$ cat src/rtl/wdog_pkg.sv
package wdog_pkg;

  typedef enum logic [1:0] {
    STG_IDLE = 2'd0,
    STG_IRQ  = 2'd1,
    STG_NMI  = 2'd2,
    STG_RST  = 2'd3
  } stage_e;

  // strobes from the stage control to the countdown datapath
  typedef struct packed {
    logic restart;  // clear prescaler, reload decrementer
    logic capture;  // take a new length value
    logic run;      // advance prescaler and decrementer
  } dpCtrl_t;

endpackage

$ cat src/rtl/wdog_countdown.sv
module wdog_countdown
  import wdog_pkg::*;
#(
  parameter int LEN_W = 16,
  parameter int LOW_W = 8,
  parameter int PRE_W = 8
) (
  input  logic             clk,
  input  logic             rst_n,
  input  dpCtrl_t          ctrl,
  input  logic [LEN_W-1:0] cfgLen,
  output logic             expire
);
  localparam int CNT_W = LEN_W + LOW_W;

  logic [PRE_W-1:0] preQ;
  logic [CNT_W-1:0] cntQ;
  logic [LEN_W-1:0] lenQ;
  logic             tick;
  logic [LEN_W-1:0] loadLen;

  assign tick    = ctrl.run && (preQ == '1);
  assign expire  = tick && (cntQ == '0);
  assign loadLen = ctrl.capture ? cfgLen : lenQ;

  always_ff @(posedge clk) begin
    if (!rst_n) begin
      preQ <= '0;
      cntQ <= '0;
      lenQ <= '0;
    end else begin
      if (ctrl.capture) lenQ <= cfgLen;
      if (ctrl.restart) begin
        preQ <= '0;
        cntQ <= {loadLen, {LOW_W{1'b0}}};
      end else if (ctrl.run) begin
        preQ <= preQ + 1'b1;
        if (tick) begin
          if (cntQ == '0) cntQ <= {lenQ, {LOW_W{1'b0}}};
          else            cntQ <= cntQ - 1'b1;
        end
      end
    end
  end

  // the decrementer never holds more than the loaded length allows
  assert_count_bounded_R2: assert property (@(posedge clk) disable iff (!rst_n)
    cntQ <= {lenQ, {LOW_W{1'b0}}});

  // a restart leaves the prescaler at zero on the next cycle
  assert_restart_prescaler_R6: assert property (@(posedge clk) disable iff (!rst_n)
    ctrl.restart |=> (preQ == '0));

endmodule

$ cat src/rtl/wdog_stage_ctrl.sv
module wdog_stage_ctrl
  import wdog_pkg::*;
(
  input  logic       clk,
  input  logic       rst_n,
  input  logic       cfgWrite,
  input  logic [1:0] cfgMode,
  input  logic       poke,
  input  logic       expire,
  output dpCtrl_t    ctrl,
  output stage_e     stageQ
);
  logic [1:0] modeQ;
  logic       locked;

  assign locked       = (stageQ == STG_RST);
  assign ctrl.capture = cfgWrite && !locked;
  assign ctrl.restart = (cfgWrite || poke) && !locked;
  // counting stops once the mode cap is reached
  assign ctrl.run     = (modeQ != 2'd0) && (2'(stageQ) < modeQ);

  always_ff @(posedge clk) begin
    if (!rst_n) begin
      modeQ  <= 2'd0;
      stageQ <= STG_IDLE;
    end else begin
      if (ctrl.capture) modeQ <= cfgMode;
      if (ctrl.restart)  stageQ <= STG_IDLE;
      else if (expire)   stageQ <= stage_e'(2'(stageQ) + 2'd1);
    end
  end

  // the stage only steps up by one or falls back to idle
  assert_stage_step_R3: assert property (@(posedge clk) disable iff (!rst_n)
    (stageQ != $past(stageQ)) |->
      (stageQ == STG_IDLE || 2'(stageQ) == 2'($past(stageQ) + 2'd1)));

  // the stage never goes above the mode cap
  assert_mode_cap_R4: assert property (@(posedge clk) disable iff (!rst_n)
    2'(stageQ) <= modeQ);

  // a poke outside the reset stage clears the stage
  assert_poke_clears_R6: assert property (@(posedge clk) disable iff (!rst_n)
    (poke && !locked) |=> (stageQ == STG_IDLE));

  // the reset stage holds until rst_n
  assert_reset_sticky_R8: assert property (@(posedge clk) disable iff (!rst_n)
    locked |=> (stageQ == STG_RST));

endmodule

$ cat src/rtl/wdog_escalate.sv
module wdog_escalate
  import wdog_pkg::*;
#(
  parameter int LEN_W = 16,
  parameter int LOW_W = 8,
  parameter int PRE_W = 8
) (
  input  logic             clk,
  input  logic             rst_n,
  input  logic             cfgWrite,
  input  logic [LEN_W-1:0] cfgLen,
  input  logic [1:0]       cfgMode,
  input  logic             poke,
  output logic             irqOut,
  output logic             nmiOut,
  output logic             resetReq,
  output logic [1:0]       stageOut
);
  dpCtrl_t ctrl;
  logic    expire;
  stage_e  stage;

  wdog_stage_ctrl u_ctrl (
    .clk      (clk),
    .rst_n    (rst_n),
    .cfgWrite (cfgWrite),
    .cfgMode  (cfgMode),
    .poke     (poke),
    .expire   (expire),
    .ctrl     (ctrl),
    .stageQ   (stage)
  );

  wdog_countdown #(
    .LEN_W (LEN_W),
    .LOW_W (LOW_W),
    .PRE_W (PRE_W)
  ) u_count (
    .clk    (clk),
    .rst_n  (rst_n),
    .ctrl   (ctrl),
    .cfgLen (cfgLen),
    .expire (expire)
  );

  assign stageOut = stage;
  assign irqOut   = (stage != STG_IDLE);
  assign nmiOut   = (stage == STG_NMI) || (stage == STG_RST);
  assign resetReq = (stage == STG_RST);

  // escalation outputs nest
  assert_outputs_nest_R5: assert property (@(posedge clk) disable iff (!rst_n)
    (resetReq |-> nmiOut) and (nmiOut |-> irqOut));

  // no output is active straight after reset
  assert_reset_quiet_R1: assert property (@(posedge clk)
    $past(!rst_n) |-> (!irqOut && !nmiOut && !resetReq));

endmodule

$ cat config.mk
export PLATFORM = sky130hd
export DESIGN_NAME = wdog_escalate
export DESIGN_NICKNAME = d
export VERILOG_FILES = /design/src/rtl/wdog_pkg.sv /design/src/rtl/wdog_countdown.sv /design/src/rtl/wdog_stage_ctrl.sv /design/src/rtl/wdog_escalate.sv
export SDC_FILE = /design/constraint.sdc
export NUM_CORES = 1
export LEC_CHECK = 0
export ABC_AREA = 1
export ABC_CLOCK_PERIOD_IN_PS = 1800
export BUFFER_PORTS_ARGS = -buffer_cell sky130_fd_sc_hd__buf_2
export CORE_MARGIN = 2
export CORE_UTILIZATION = 50
export CTS_BUF_LIST = sky130_fd_sc_hd__clkbuf_16
export CTS_CLUSTER_DIAMETER = 80
export DETAILED_ROUTE_END_ITERATION = 8
export GPL_ROUTABILITY_DRIVEN = 0
export HOLD_SLACK_MARGIN = 0.12
export PLACE_DENSITY_LB_ADDON = 0.25
export SYNTH_ARGS = -nofsm -noshare
export SYNTH_HDL_FRONTEND = slang
export SYNTH_SLANG_ARGS = --single-unit
$ cat constraint.sdc
create_clock -name clk -period 1.8 [get_ports clk]
set_input_delay 0.36 -clock clk [delete_from_list [all_inputs] [get_ports clk]]
set_output_delay 0.36 -clock clk [all_outputs]
set_load 0.005 [all_outputs]
Yosys cells after proc, flatten, opt, wreduce, memory -nomap -nowiden
Cells that the tools add are included.
{ "word_totals": {"inputBits": 22, "elab_cells": 35, "output_inout_bits": 5, "regBits": 52} }
{ "op_classes": {"reduce_logical": 16, "muxes": 5, "n_eq_ne": 3, "order_cmp": 1, "add_sub_neg": 3, "bitwise_logic": 1} }
{ "op_table": {"columns": ["operator", "n"], "rows": [
  ["24-bit 2-to-1 mux", 4],
  ["24-bit zero test", 1],
  ["24-bit by 1-bit subtractor with 24-bit output, second input constant", 1],
  ["16-bit 2-to-1 mux", 1],
  ["8-bit by 1-bit adder with 8-bit output, second input constant", 1],
  ["8-bit == test, second input constant", 1],
  ["2-bit nonzero test", 4],
  ["1-bit logical AND", 5],
  ["2-bit == test, second input constant", 2],
  ["2-bit AND reduction", 2],
  ["2-bit by 1-bit adder with 2-bit output, second input constant", 1],
  ["1-bit logical OR", 2],
  ["2-bit less-than comparator", 1],
  ["2-bit OR reduction", 1],
  ["1-bit zero test", 1],
  ["1-bit NOT", 1]
]} }

Logic depth before layout (Yosys ltp)
Gate-level depths: netlist of run 1.
{ "logic_depth": {"word_depth": 6, "depth_mapped": 11, "mapped_depth_nobuf": 11} }

Modules after synthesis
From an unflattened synthesis of run 1, not the netlist that was laid out.
{ "unflattened": {"cells_unflattened": 491, "hier_area_um2": 3195.6} }
{ "modules_own_cells": {"columns": ["mod", "seq_area_each_um2", "cells_per_inst", "n_inst", "area_each_um2"], "rows": [
  ["wdog_countdown", 960.9, 449, 1, 2924.1],
  ["wdog_stage_ctrl", 80.1, 36, 1, 249.0],
  ["wdog_escalate", 0.0, 6, 1, 22.5]
]} }

Worst setup path before layout of run 1
OpenSTA, ideal clock, no wires.
{ "synth_path": {"path_kind": "flip-flop to flip-flop", "start": "register u_ctrl.stageQ[0]", "end": "register u_count.cntQ[12]", "path_slack_ps": 233, "synth_period_minus_slack_ps": 1567, "arrival_ps": 1435, "path_stages_with_launch": 10, "required_time_ps": 1668, "path_buffers": 1, "setup_time_ps": 132, "path_cell_list": "dfxtp_1 > ha_1 > inv_1 > nand2_2 > buf_1 > nand2_1 > o21ai_0 > o21ai_0 > inv_1 > a21oi_1"} }
{ "synth_via": {"elab_chain_len": 5, "word_cells_on_any_way": 12, "classes_between": "1 x order compare; 1 x eq/ne; 2 x mux; 8 x reduce/logical"} }
{ "synth_lines": {"columns": ["item", "line", "rtl"], "rows": [
  ["from (decl)", "wdog_stage_ctrl.sv:11", "output stage_e stageQ"],
  ["from (signal assigned)", "wdog_stage_ctrl.sv:29", "else if (expire) stageQ <= stage_e'(2'(stageQ) + 2'd1);"],
  ["2-bit == test (*)", null, null],
  ["net resetReq", "wdog_escalate.sv:16", "output logic resetReq,"],
  ["1-bit zero test (*)", "wdog_stage_ctrl.sv:17, wdog_stage_ctrl.sv:18", null],
  ["1-bit logical AND (on tied branches)", "wdog_stage_ctrl.sv:17, wdog_stage_ctrl.sv:18", null],
  ["16-bit 2-to-1 mux or 2-bit nonzero test (tied branches)", null, null],
  ["24-bit 2-to-1 mux or 2-bit AND reduction (tied branches)", null, null],
  ["to (signal assigned)", "wdog_countdown.sv:35", "cntQ <= {loadLen, {LOW_W{1'b0}}};"],
  ["to (signal assigned)", "wdog_countdown.sv:39", "if (cntQ == '0) cntQ <= {lenQ, {LOW_W{1'b0}}};"],
  ["to (signal assigned)", "wdog_countdown.sv:40", "else cntQ <= cntQ - 1'b1;"],
  ["to (decl)", "wdog_countdown.sv:17", "logic [CNT_W-1:0] cntQ;"]
]} }
The timed path passes the listed nets; every way through them passes the cells marked *.
A chain may end at the register's enable or synchronous reset.

Worst setup path in the final report of run 1
{ "layout_path": {"start": "register u_ctrl.stageQ[0]", "end": "output nmiOut"} }
{ "layout_via": {"elab_chain_len": 2, "word_cells_on_any_way": 3, "classes_between": "2 x eq/ne; 1 x reduce/logical"} }
{ "layout_lines": {"columns": ["item", "line", "rtl"], "rows": [
  ["2-bit == test", "wdog_escalate.sv:48", "assign nmiOut = (stage == STG_NMI) || (stage == STG_RST);"],
  ["1-bit logical OR (*)", "wdog_escalate.sv:48", null],
  ["to (decl)", "wdog_escalate.sv:15", "output logic nmiOut,"]
]} }
Mark *: on every way between the ends. The rest lies on a longest branch, timed or not.

==> results.py, run 1 <==
metrics = {
    "status": {
        "outcome": "finished, final reports clean",
    },
    "detailed_routing": {
        "drcViolationCount": 0,
        "ant_nets": 0,
        "viasPerCell": 5.13,
        "vias": 2947,
        "drtPass1Iterations": 6,
        "wl_per_cell_um": 12.5,
        "drt_iter0_drc": 160,
        "wl_um": 7190,
    },
    "timing": {
        "relSlewSlack": 0.702,
        "fin_crit_ns": 1.69,
        "skew_ns": 0.00355,
        "slew_viol_final": 0,
        "setup_viol": 0,
        "setup_ws_ns": 0.108,
        "fmax_ghz": 0.591,
        "hold_viol": 0,
        "fin_setup_tns_ns": 0,
        "fin_crit_sh": 0.940,
        "tightest_slew_ns": 0.443,
    },
    "grt": {
        "antenna_found_initial": 0,
        "use_met2": 0.380,
        "gr-usage-met1": 0.290,
        "grt_max_degree": 37,
        "grt-busiest-layer": "met2",
        "grt_overflow": 0,
        "grt_usage": 0.222,
        "grt_pass1_wl_um": 11800,
        "first_global_vias": 2664,
        "met3_usage": 0.0370,
    },
    "critical_path": {
        "startpoint": "u_ctrl.stageQ[0]",
        "crit_fanout": 5,
        "r2r_start": "u_ctrl.stageQ[1]",
        "critPathKind": "register to output pin",
        "cp-start-kind": "register",
        "end_kind": "output pin",
        "cp_data_arrival_time_ns": 1.33,
        "critPathRequiredTime_ns": 1.44,
    },
    "clocking": {
        "cts_buffers": 5,
        "clk_latency_ns": 0.29,
        "cts.sinks": 52,
        "clk_path_buf_depth": 2,
        "htree_levels": 2,
        "clk_pin_slew_ns": 0.07,
        "cts_tree": "yes",
        "cts.root.buffer_cell": "clkbuf_16",
    },
    "synthesis": {
        "synth_common_cells": "nand2_1, inv_1, nor2_1",
        "avgSynthCellArea_um2": 6.64,
        "yosys-top-cells-area": "dfxtp_1, nand2_1, inv_1",
        "synth_fp_nets": 493,
        "yosysTopAreaCell": "dfxtp_1",
        "syn_inst": 465,
        "ys_ff_latch": 52,
        "yosysMostFrequentCell": "nand2_1",
        "ys_seq_area_frac": 0.337,
        "syn_area_um2": 3090,
        "synth_cell_types": 36,
        "async_flop_share": 0,
        "ys.flop_type": "dfxtp_1",
        "yosys_warnings": 0,
        "synth_edf_count": 0,
        "yosysTopAreaCellShare": 0.337,
    },
    "finish": {
        "antennaDiodeCount": 0,
        "finish.net_count": 527,
        "fill_cells": 572,
        "area_growth_pct": 16.4,
        "layout.cells.non_filler": 575,
        "drive_gt1_frac": 0.174,
    },
    "floorplanning": {
        "die_x_um": 82.6,
        "ios": 27,
        "initial_utilization": 0.519,
        "fp.coreArea_um2": 5960,
        "die_y_um": 82.6,
        "num_rows": 28,
        "die_area_um2": 6820,
    },
    "placement": {
        "place_ws_ns": 0.0685,
        "hpwl_um": 5090,
        "port_buffers": 26,
        "place_inst": 563,
    },
    "power": {
        "switchingPower_mw": 0.780,
        "p_per_area_nw_per_um2": 786,
        "pwr-share-clk": 0.388,
        "p_seq_frac": 0.442,
        "power_frac_comb": 0.171,
        "p_int_mw": 2.05,
        "total_power_mw": 2.82,
        "cellLeakagePower_nw": 1.63,
        "p_sw_frac": 0.276,
        "vdd_drop_max_mv": 0.496,
    },
    "worst_hold_path": {
        "hold_path.startpoint": "rst_n",
        "hold_path_class": "input pin to register",
    },
    "job": {
        "drv_cap": 0,
    },
}
## placed cells by master, fill, tap and decap left out, types with 2 or more instances in the layout
master      n
buf_4       9
nand2_1    74
ha_1        5
nand4_1     6
nand3b_1    7
a21oi_1    33
nand3_1    49
nor2_4      3
nor2_2     11
dfxtp_1    51
buf_2      26
nand2_4     3
o21ai_0    42
xor2_1      2
buf_12      5
nor2_1     56
inv_2       2
xnor2_1     3
nor2_8      2
inv_1      71
o21ai_2     2
a211oi_1    2
clkbuf_16   5
nor3_1      8
nand2_2     6
## registers in the layout, summed over array words and instances (netlist names)
register	flops
u_ctrl.stageQ	2
u_ctrl.modeQ	2
u_count.lenQ	16
u_count.preQ	8
u_count.cntQ	24
## cell type report
cell class,count,area (um2),area share
tap,75,93.8,0.0261
clock buffer,5,125,0.0348
multi-input combinational,326,1710,0.477
inverter,74,280,0.0780
timing repair buffer,40,298,0.0828
clock inverter,3,42.5,0.0118
sequential,52,1040,0.290
## power groups by stage
stage | Sequential (mW) | Clock (mW) | Combinational (mW)
2_1_floorplan | 1.26 | 0 | 0.348
3_3_place_gp | 1.27 | 0 | 0.456
3_5_place_dp | 1.27 | 0 | 0.466
4_1_cts | 1.25 | 1.12 | 0.472
5_1_grt | 1.25 | 1.15 | 0.553
6_report | 1.25 | 1.09 | 0.482
## worst max-delay path, stage by stage, from the launching register on
cell and delay (ns):
dfxtp_2 0.38, inv_1 0.08, ha_1 0.19, or2_2 0.26, buf_2 0.13
## final timing paths
check,slack [ns],end,cells past startpoint
worst max-delay path,0.11,nmiOut,4
worst min-delay path,0.32,u_ctrl.modeQ[1],3
worst max register to register,0.13,u_count.cntQ[5],10
worst min register to register,0.48,u_ctrl.modeQ[1],2
## routing by layer
metal  up-vias  share of wire  routed length, um
met1      1320           0.47               3390
met5         -              0                  0
met2        53           0.47               3410
li1       1568              -                  -
met3         6          0.044                314
met4         0          0.010                 72
## kinds of logic (layout without fill, tap and decap cells)
| logic type | after synthesis | in the layout | synth area share |
|---|---|---|---|
| flip-flops | 52 | 52 | 0.337 |
| XOR/XNOR | 5 | 5 | 0.0142 |
| buffers and inverters | 87 | 122 | 0.115 |
| AO/OA/AOI/OAI | 82 | 82 | 0.140 |
| adder cells (fa/ha/maj) | 6 | 6 | 0.0243 |
| AND/OR/NAND/NOR | 233 | 233 | 0.369 |
## repair_timing
action                     4_1_cts  5_1_grt
hold buffers                     0        0
resized for setup                0        6
setup buffers                    0        4
setup endpoints to repair        0       16
## stage by stage
step           hold slack [ns]  utilization  area [um2]
6_report                 0.320        0.604        3590
5_1_grt                  0.332        0.604        3590
4_1_cts                  0.324        0.591        3520
3_5_place_dp             0.471        0.563        3350
3_3_place_gp             0.463        0.563        3350
2_1_floorplan            0.447            -        3090
(Power assumes the default switching activity.)
==> run 2: changes to the inputs <==
Settings changed: CTS_BUF_LIST sky130_fd_sc_hd__clkbuf_16 to unset, PLACE_DENSITY set to 0.75, PLACE_DENSITY_LB_ADDON 0.25 to unset.
==> run 2 against run 1 <==
  * First-iteration DRC count rose by 3.8%
  * Sequential share of layout area rose by 0.32 points
  * Final area fell by 0.97%
  * Power fell by 16%
  * Via count rose by 3.7%
  * Critical path depth did not move
  * Core utilization fell by 0.59 points
  * Register-to-register slack got worse by 0.03 ns
  * Sequential cell count did not move
  * Routed wire length rose by 1.1%
  * Die area did not move
==> results.py, run 2 (synthesis results as in run 1) <==
metrics = {
    "status": {
        "outcome": "finished, final reports clean",
    },
    "grt": {
        "first_global_vias": 2699,
        "grt_max_degree": 33,
        "grt_usage": 0.216,
        "antenna_found_initial": 0,
        "grt_overflow": 0,
        "grt_pass1_wl_um": 11600,
    },
    "floorplanning": {
        "initial_utilization": 0.519,
        "fp.coreArea_um2": 5960,
        "die_area_um2": 6820,
        "die_y_um": 82.6,
        "num_rows": 28,
        "die_x_um": 82.6,
        "ios": 27,
    },
    "clocking": {
        "cts_hold_buffers": 0,
        "cts_tree": "yes",
        "cts_buffers": 5,
        "clk_pin_slew_ns": 0.10,
        "cts.root.buffer_cell": "clkbuf_8",
        "clk_latency_ns": 0.31,
        "clk_path_buf_depth": 2,
        "cts.sinks": 52,
        "htree_levels": 2,
    },
    "finish": {
        "finish.net_count": 530,
        "postLayoutCoreUtil": 0.598,
        "layout_commonest_cell": "nand2_1",
        "layout.cells.non_filler": 577,
        "antennaDiodeCount": 0,
        "reg_top3": "u_count.cntQ x24, u_count.lenQ x16, u_count.preQ x8",
        "largest_reg_flops": 24,
        "drive_gt1_frac": 0.179,
        "final_cell_mix": "nand2_1, inv_1, nor2_1",
        "top_register": "u_count.cntQ",
        "area_growth_pct": 15.2,
        "final_area_um2": 3560,
    },
    "placement": {
        "place_ws_ns": 0.0461,
        "place_inst": 564,
        "hpwl_um": 5230,
        "port_buffers": 26,
        "dpl-instance-area_um2": 3330,
    },
    "detailed_routing": {
        "wl_um": 7270,
        "vias": 3055,
        "drcViolationCount": 0,
        "drtPass1Iterations": 5,
        "drt_iter0_drc": 166,
        "viasPerCell": 5.29,
        "ant_nets": 0,
        "wl_per_cell_um": 12.6,
    },
    "power": {
        "p_int_mw": 1.65,
        "pwr-share-clk": 0.274,
        "p_sw_frac": 0.306,
        "p_per_area_nw_per_um2": 670,
        "vdd_drop_max_mv": 0.442,
        "power_frac_comb": 0.202,
        "p_seq_frac": 0.524,
        "cellLeakagePower_nw": 1.59,
        "switchingPower_mw": 0.730,
    },
    "critical_path": {
        "critPathKind": "register to output pin",
        "r2r_start": "u_count.cntQ[0]",
        "critPathRequiredTime_ns": 1.44,
        "reg2reg_slack_ns": 0.10,
        "crit_fanout": 5,
        "rr_endpoint": "u_count.cntQ[22]",
        "reg2reg_depth": 10,
        "end_kind": "output pin",
        "cp_data_arrival_time_ns": 1.37,
        "startpoint": "u_ctrl.stageQ[0]",
        "cp-start-kind": "register",
    },
    "timing": {
        "skew_ns": 0.00918,
        "setup_viol": 0,
        "fin_setup_tns_ns": 0,
        "fin_crit_sh": 0.964,
        "slew_viol_final": 0,
        "fmax_ghz": 0.576,
        "fin_crit_ns": 1.73,
        "relSlewSlack": 0.722,
        "tightest_slew_ns": 0.417,
        "hold_viol": 0,
        "setup_ws_ns": 0.0651,
    },
    "worst_hold_path": {
        "hold-path-endpoint": "u_ctrl.modeQ[0]",
        "hold_path.startpoint": "rst_n",
        "hold_path_class": "input pin to register",
        "hold_depth": 3,
    },
    "job": {
        "drv_cap": 0,
    },
}
-- run 2: cell count changes in the layout (fill, tap and decap cells not counted), sizes merged --
cell / previous run / this run
clkbuf: 5 / 6
buf: 40 / 42
bufinv: 1 / 0
-- run 2: power by group through the flow --
stage | clock (mW) | combinational, mW | sequential [mW]
after floorplan | 0 | 0.348 | 1.26
after global placement | 0 | 0.445 | 1.27
after detailed placement | 0 | 0.458 | 1.27
after CTS | 0.673 | 0.461 | 1.25
after global routing | 0.709 | 0.545 | 1.26
final | 0.653 | 0.482 | 1.25
-- run 2: how the worst max path moves through the flow --
stage,endpoint,slack [ns],cells past startpoint
after floorplan,u_count.cntQ[12],0.23,9
after global placement,u_count.cntQ[5],0.12,9
after detailed placement,u_count.cntQ[6],0.05,10
after CTS,u_count.cntQ[6],0.05,10
after global routing,u_count.preQ[4],-0.02,8
final,nmiOut,0.07,4
-- run 2: critical path, stage by stage, from the launching register on --
cell	delay (ns)
dfxtp_2	0.39
inv_1	0.08
ha_1	0.20
or2_2	0.28
buf_2	0.13
-- run 2: repair_timing --
action,in CTS,in global routing
buffers inserted,0,5
gates cloned,0,1
endpoints found under the hold margin,0,0
setup endpoints to repair,1,28
resized for setup,1,11
pin swaps,0,2
-- run 2: per-layer routing --
layer,up-vias,wire length [um],GRT usage,share of wire
met5,-,0,0,0
met4,0,125,0.0721,0.017
met3,14,312,0.0435,0.043
met2,78,3350,0.356,0.46
met1,1389,3480,0.281,0.48
li1,1574,-,-,-
-- run 2: cell type report --
type / count / area [um2]
clock buffer: 5 / 68.8
clock inverter: 2 / 12.5
fill: 561 / 2400
inverter: 74 / 285
multi-input combinational: 326 / 1730
sequential: 52 / 1040
tap: 75 / 93.8
timing repair buffer: 43 / 325
-- run 2: per-stage QoR --
stage,power [mW],hold slack (ns)
detailed placement,1.73,0.475
finish,2.38,0.293
global placement,1.72,0.464
CTS,2.38,0.289
floorplan,1.61,0.447
global route,2.51,0.304
